**config.mk**
```make
export PLATFORM = sky130hd
export DESIGN_NAME = wdt_steer
export DESIGN_NICKNAME = d
export VERILOG_FILES = /design/src/rtl/wdt_steer_pkg.sv /design/src/rtl/wdt_countdown.sv /design/src/rtl/wdt_regs.sv /design/src/rtl/wdt_steer.sv
export SDC_FILE = /design/constraint.sdc
export NUM_CORES = 1
export LEC_CHECK = 0
export CAP_MARGIN = 40
export CELL_PAD_IN_SITES_DETAIL_PLACEMENT = 1
export CELL_PAD_IN_SITES_GLOBAL_PLACEMENT = 1
export CORE_ASPECT_RATIO = 0.9
export CORE_MARGIN = 3
export CORE_UTILIZATION = 50
export DETAILED_ROUTE_END_ITERATION = 8
export DONT_BUFFER_PORTS = 1
export PLACE_DENSITY = 0.93
export SYNTH_ARGS = -nofsm -noshare
export SYNTH_HDL_FRONTEND = slang
export SYNTH_HIERARCHICAL = 1
export SYNTH_SLANG_ARGS = --single-unit
export TNS_END_PERCENT = 50
```
**constraint.sdc**
```tcl
create_clock -name clk -period 3.19 [get_ports clk]
set_input_delay 0.4785 -clock clk [delete_from_list [all_inputs] [get_ports clk]]
set_output_delay 0.4785 -clock clk [all_outputs]
set_load 0.005 [all_outputs]
```
**src/rtl/wdt_steer_pkg.sv**
```systemverilog
package wdt_steer_pkg;

    localparam int REG_W     = 8;
    localparam int EXP_W     = 2;
    localparam int MULT_W    = 5;
    localparam int MULT_LSB  = EXP_W;
    localparam int STEER_POS = 7;
    localparam int STAT_POS  = 6;
    // largest timeout: multiplier max shifted by 2 * max exponent
    localparam int CNT_W     = MULT_W + 2 * ((1 << EXP_W) - 1);

    typedef struct packed {
        logic [REG_W-1:0] ctrl;
        logic             stat;
        logic             flag;
        logic             irq;
        logic             rst;
    } wdt_regs_t;

endpackage

```
**src/rtl/wdt_countdown.sv**
```systemverilog
module wdt_countdown #(
    parameter int CNT_W = wdt_steer_pkg::CNT_W
) (
    input  logic             clk,
    input  logic             rst_n,
    input  logic             load_i,
    input  logic [CNT_W-1:0] load_val_i,
    input  logic             tick_i,
    output logic             expire_o
);

    logic [CNT_W-1:0] cnt_d, cnt_q;
    logic             expire_d;

    always_comb begin
        cnt_d    = cnt_q;
        expire_d = 1'b0;
        if (load_i) begin
            cnt_d = load_val_i;
        end else if (tick_i && (cnt_q != '0)) begin
            cnt_d    = cnt_q - 1'b1;
            expire_d = (cnt_q == CNT_W'(1));
        end
    end

    always_ff @(posedge clk) begin
        if (!rst_n) cnt_q <= '0;
        else        cnt_q <= cnt_d;
    end

    assign expire_o = expire_d;


    dec_step_chk: assert property (@(posedge clk) disable iff (!rst_n)
        (tick_i && !load_i && (cnt_q != '0)) |=> (cnt_q == $past(cnt_q) - 1'b1));


    idle_hold_chk: assert property (@(posedge clk) disable iff (!rst_n)
        (!load_i && (cnt_q == '0)) |=> (cnt_q == '0));

endmodule

```
**src/rtl/wdt_regs.sv**
```systemverilog
module wdt_regs
    import wdt_steer_pkg::*;
(
    input  logic             clk,
    input  logic             rst_n,
    input  logic             wr_i,
    input  logic             wr_sel_i,
    input  logic [REG_W-1:0] wr_data_i,
    input  logic             flag_rd_i,
    input  logic             expire_i,
    output logic [REG_W-1:0] ctrl_o,
    output logic             stat_o,
    output logic             flag_o,
    output logic             irq_o,
    output logic             rst_o
);

    wdt_regs_t r_d, r_q;

    always_comb begin
        r_d     = r_q;
        r_d.irq = 1'b0;
        r_d.rst = 1'b0;
        if (wr_i && wr_sel_i)  r_d.stat = wr_data_i[STAT_POS];
        if (flag_rd_i)         r_d.flag = 1'b0;
        if (wr_i && !wr_sel_i) begin
            r_d.ctrl = wr_data_i;
            r_d.flag = 1'b0;
        end
        // expiry cannot coincide with a reload: the counter gives loads priority
        if (expire_i) begin
            r_d.flag = 1'b1;
            if (r_q.ctrl[STEER_POS]) begin
                r_d.ctrl = '0;
                r_d.stat = 1'b0;
                r_d.rst  = 1'b1;
            end else begin
                r_d.irq  = 1'b1;
            end
        end
    end

    always_ff @(posedge clk) begin
        if (!rst_n) r_q <= '0;
        else        r_q <= r_d;
    end

    assign ctrl_o = r_q.ctrl;
    assign stat_o = r_q.stat;
    assign flag_o = r_q.flag;
    assign irq_o  = r_q.irq;
    assign rst_o  = r_q.rst;


    irq_steer_chk: assert property (@(posedge clk) disable iff (!rst_n)
        (expire_i && !r_q.ctrl[STEER_POS]) |=> (r_q.irq && !r_q.rst));


    rst_steer_chk: assert property (@(posedge clk) disable iff (!rst_n)
        (expire_i && r_q.ctrl[STEER_POS]) |=> (r_q.rst && !r_q.irq && (r_q.ctrl == '0) && !r_q.stat));


    flag_rise_chk: assert property (@(posedge clk) disable iff (!rst_n)
        $rose(r_q.flag) |-> $past(expire_i));


    irq_pulse_chk: assert property (@(posedge clk) disable iff (!rst_n)
        r_q.irq |=> !r_q.irq);


    rst_pulse_chk: assert property (@(posedge clk) disable iff (!rst_n)
        r_q.rst |=> !r_q.rst);

endmodule

```
**src/rtl/wdt_steer.sv**
```systemverilog
module wdt_steer
    import wdt_steer_pkg::*;
(
    input  logic             clk,
    input  logic             rst_n,
    input  logic             tick_i,
    input  logic             wr_i,
    input  logic             wr_sel_i,
    input  logic [REG_W-1:0] wr_data_i,
    input  logic             flag_rd_i,
    output logic             wd_flag_o,
    output logic             irq_o,
    output logic             rst_req_o,
    output logic [REG_W-1:0] ctrl_o,
    output logic             stat_o
);

    logic             load;
    logic [REG_W-1:0] load_src;
    logic [MULT_W-1:0] mult;
    logic [EXP_W-1:0] expo;
    logic [CNT_W-1:0] load_val;
    logic             expire;

    // a control write loads the new byte; a flags read reloads the stored one
    always_comb begin
        load     = (wr_i && !wr_sel_i) || flag_rd_i;
        load_src = (wr_i && !wr_sel_i) ? wr_data_i : ctrl_o;
        mult     = load_src[MULT_LSB +: MULT_W];
        expo     = load_src[EXP_W-1:0];
        load_val = CNT_W'(mult) << {expo, 1'b0};
    end

    wdt_countdown #(.CNT_W(CNT_W)) u_cnt (
        .clk        (clk),
        .rst_n      (rst_n),
        .load_i     (load),
        .load_val_i (load_val),
        .tick_i     (tick_i),
        .expire_o   (expire)
    );

    wdt_regs u_regs (
        .clk       (clk),
        .rst_n     (rst_n),
        .wr_i      (wr_i),
        .wr_sel_i  (wr_sel_i),
        .wr_data_i (wr_data_i),
        .flag_rd_i (flag_rd_i),
        .expire_i  (expire),
        .ctrl_o    (ctrl_o),
        .stat_o    (stat_o),
        .flag_o    (wd_flag_o),
        .irq_o     (irq_o),
        .rst_o     (rst_req_o)
    );


    load_wins_chk: assert property (@(posedge clk) disable iff (!rst_n)
        load |=> (!irq_o && !rst_req_o));


    zero_mult_chk: assert property (@(posedge clk) disable iff (!rst_n)
        (load && (mult == '0)) |=> !irq_o);

endmodule

```
==> metrics.md <==
| Metric | Value |
|---|---|
| DRC marker count from the first detailed-route iteration | `69` |
| Initial Util | `54.09%` |
| Hpwl dp | `3229 um` |
| Hold_buf cts | `0` |
| Clock latency on the worst-skew pair | `0.33 ns` |
| Longest Clk Path Bufs | `2` |
| FF-to-FF setup slack | `1.14 ns` |
| DRC violation count after routing | `0` |
| Area growth, synth to finish | `1.726%` |
| Mapped cell area | `1523 um2` |
| Worst Path Required | `3.41 ns` |
| Final setup viols | `0` |
| CP bufs+invs | `0` |
| Most numerous cell on the critical path | `nand2_1` |
| Cells after synthesis | `184` |
| Largest stage delay, worst path | `0.49 ns` |
| Initial DRT Pass Iterations | `4` |
| Placed cells | `216` |
| Sink Count | `23` |
| Synth Register Bits | `23` |
| Most common cell after layout, fill and taps aside | `nand2_1` |
| Leakage | `roughly 0.00057 uW` |
| Clock slew at reported path FFs | `0.14 ns` |
| Post-synth ARST share | `0%` |
| Worst r2r src | `u_cnt/cnt_q[8]` |
| Post-Syn Nets | `200` |
| Via density per instance | `6.468` |
| Maximum VDD drop | `305.0 uV` |
| Port bufs | `0` |
| Synth Area per Inst | `8.276 um2` |
| Cell variety after synth | `47` |
| Maximum fanout along the worst path | `9` |
| WL final | `between 4000 and 5000 um` |
| Setup TNS Final | `0 ns` |
| Largest net degree at the start of global routing | `18` |
| Final Hold Violating Endpoints | `0` |
| Worst-Margin Slew | `0.7060 ns` |
| Final Net Count | `197` |
| Die ar. | `around 3700 um2` |
| Min Clock Period, post-route | `2.050 ns` |
| Post-CTS setup buffers | `0` |
| First-pass GRT wire length | `a little under 7000 um` |
| Final Skew | `0.006387 ns` |
| CTS buffer count | `3` |
| Wire per inst | `19.28 um` |
| Multi-input gate area | `982.2 um2` |
| Slew Viols, Final | `0` |
| Yosys warnings | `6` |
| Fill count | `351` |
| Pwr dens | `399.1 nW/um2` |
| MaxCap Viol Count | `0` |
| CTS root buf | `clkbuf_4` |
| Placer Congestion | `~0.87` |
| Unrepaired setup endpoints after global routing | `false` |
| Critical path depth | `6` |
| Most frequent cells in the layout | `nand2_1, dfxtp_1, a21oi_1, mux2i_1, o21ai_0` |
| Worst flop-to-flop path endpoint | `u_regs/ctrl_o[1]` |
| Register area | `460.4 um2` |
| Share of cells above drive strength 1 | `12.78%` |
| Worst r2r path cells | `6` |
| Register area share after synthesis | `30.24%` |
| Placeable Area | `2815 um2` |
| Critical path class | `reg2reg` |
| Crit. End Element | `flop` |
| Post_cts resized | `0` |
| Crit path max-delay family | `simple AND/OR/NAND/NOR gates` |
| Layout Cells excl Fill | `220` |
| TritonCTS clock tree | `done` |
| Post-synth top flop | `dfxtp_1` |
| Fmax | `a little under 500 MHz` |
| Class of the worst hold path | `in2reg` |
| FP Rows | `18` |
| Post-synth EDFFs | `0` |
| Post-route ant nets | `0` |
| Vias | `1423` |
| CP arrival | `2.27 ns` |
| Height of the die | `58.36 um` |
| Crit path launch | `u_cnt/cnt_q[8]` |
| H-tree levels | `1` |
| Initial antenna violation count | `0` |
| Startpoint types | `flop` |
| Max stage delay cell, worst path | `nor3_1` |
| Die W | `64.17 um` |
| Tcrit/Tclk final | `64.26%` |
| Remaining global-route overflow | `0` |
| Crit path to | `u_regs/ctrl_o[1]` |
| N_diodes | `0` |
| Number of global-route vias before repair | `1413` |
| Worst rel slew slack | `52.84%` |
| IO Count | `26` |
| Status | `complete, no violations` |
| Cell breakdown of the critical path | `nor3_1 > nand2_1 > nor3_1 > nand2_1 > nand2_1 > a21oi_1` |
| GRT Resource Usage Total | `23.53%` |
## flip-flops by register name (all words and copies together), names as in the netlist
signal / count
u_regs/stat_o: 1
u_regs/flag_o: 1
u_regs/ctrl_o: 8
u_cnt/cnt_q: 11
u_regs/irq_o: 1
u_regs/rst_o: 1
## how the worst min path moves through the flow
| stage | startpoint | to | cells after the start |
|---|---|---|---|
| floorplan | u_regs/ctrl_o[7] | u_regs/irq_o | 1 |
| global placement | u_regs/ctrl_o[7] | u_regs/irq_o | 1 |
| detailed placement | u_regs/stat_o | u_regs/stat_o | 2 |
| CTS | rst_n | u_regs/irq_o | 2 |
| global route | rst_n | u_regs/irq_o | 2 |
| finish | rst_n | u_regs/irq_o | 2 |
## layout make-up
cell class / instances / area share [%]
inverter: 5 / 1.212
multi-input combinational: 147 / 63.41
timing repair buffer: 1 / 0.4847
clock buffer: 3 / 1.454
tap: 40 / 3.231
sequential: 23 / 29.73
clock inverter: 1 / 0.4847
## worst register-to-register path, stage by stage, from the launching register on
cell and delay [ns]:
dfxtp_1 0.37, nor3_1 0.49, nand2_1 0.17, nor3_1 0.46
nand2_1 0.09, nand2_1 0.27, a21oi_1 0.08
## cell usage after synthesis (2+ instances only)
library cell	count	area [um2]
dfxtp_1	23	460.4
xnor2_1	3	26.28
nand2b_1	5	31.28
nor3_1	8	40.04
ha_1	2	25.02
o31ai_1	2	15.01
inv_1	5	18.77
nor3b_1	2	15.01
nor2_1	9	33.78
a31oi_1	7	43.79
o211a_1	2	20.02
buf_6	3	33.78
and3_1	3	18.77
and4bb_2	2	25.02
nand3_1	5	25.02
or3_1	3	18.77
a2111oi_2	2	30.03
or2_2	4	25.02
a21oi_1	14	70.07
mux2i_1	12	120.1
or4_1	2	15.01
o21ai_0	10	50.05
mux2_2	3	33.78
clkbuf_1	4	15.01
nand2_1	27	101.4
## stage by stage
step | hold WS (ns) | total power [uW] | cell area, um2 | util (%) | setup WS, ns
final | 0.2615 | 618.2 | 1549 | 55.02 | 1.140
after global routing | 0.2319 | 653.8 | 1549 | 55.02 | 1.009
after CTS | 0.2514 | 621.2 | 1549 | 55.02 | 1.158
after detailed placement | 0.4928 | 474.4 | 1519 | 53.96 | 0.9915
after global placement | 0.4840 | 464.9 | 1519 | 53.96 | 1.187
after floorplan | 0.4474 | 446.7 | 1523 | - | 1.280
## routing by layer
| metal | global-route usage (%) | vias to the layer above | wire length [um] |
|---|---|---|---|
| met1 | 29.73 | 709 | 1952 |
| met5 | 0 | - | 0 |
| met3 | 5.725 | 8 | 221 |
| li1 | - | 666 | - |
| met2 | 39.62 | 40 | 1993 |
| met4 | 8.133 | 0 | 73 |
## where the power goes
group          leakage (uW)  switching [uW]  total [uW]  internal [uW]
Clock             0.0000139            99.4         147           48.0
Sequential         0.000188            22.1         325            303
Combinational      0.000370            83.2         146           62.9
Total              0.000572             205         618            414
## logic make-up after synthesis
group / Yosys count / share of synthesized area, %
fa+ha+maj: 2 / 1.643
compound gates: 46 / 19.97
flops: 23 / 30.24
simple gates: 80 / 30.07
buf+inv: 14 / 5.258
mux: 16 / 11.09
xor+xnor: 3 / 1.726
(Power assumes the default switching activity.)
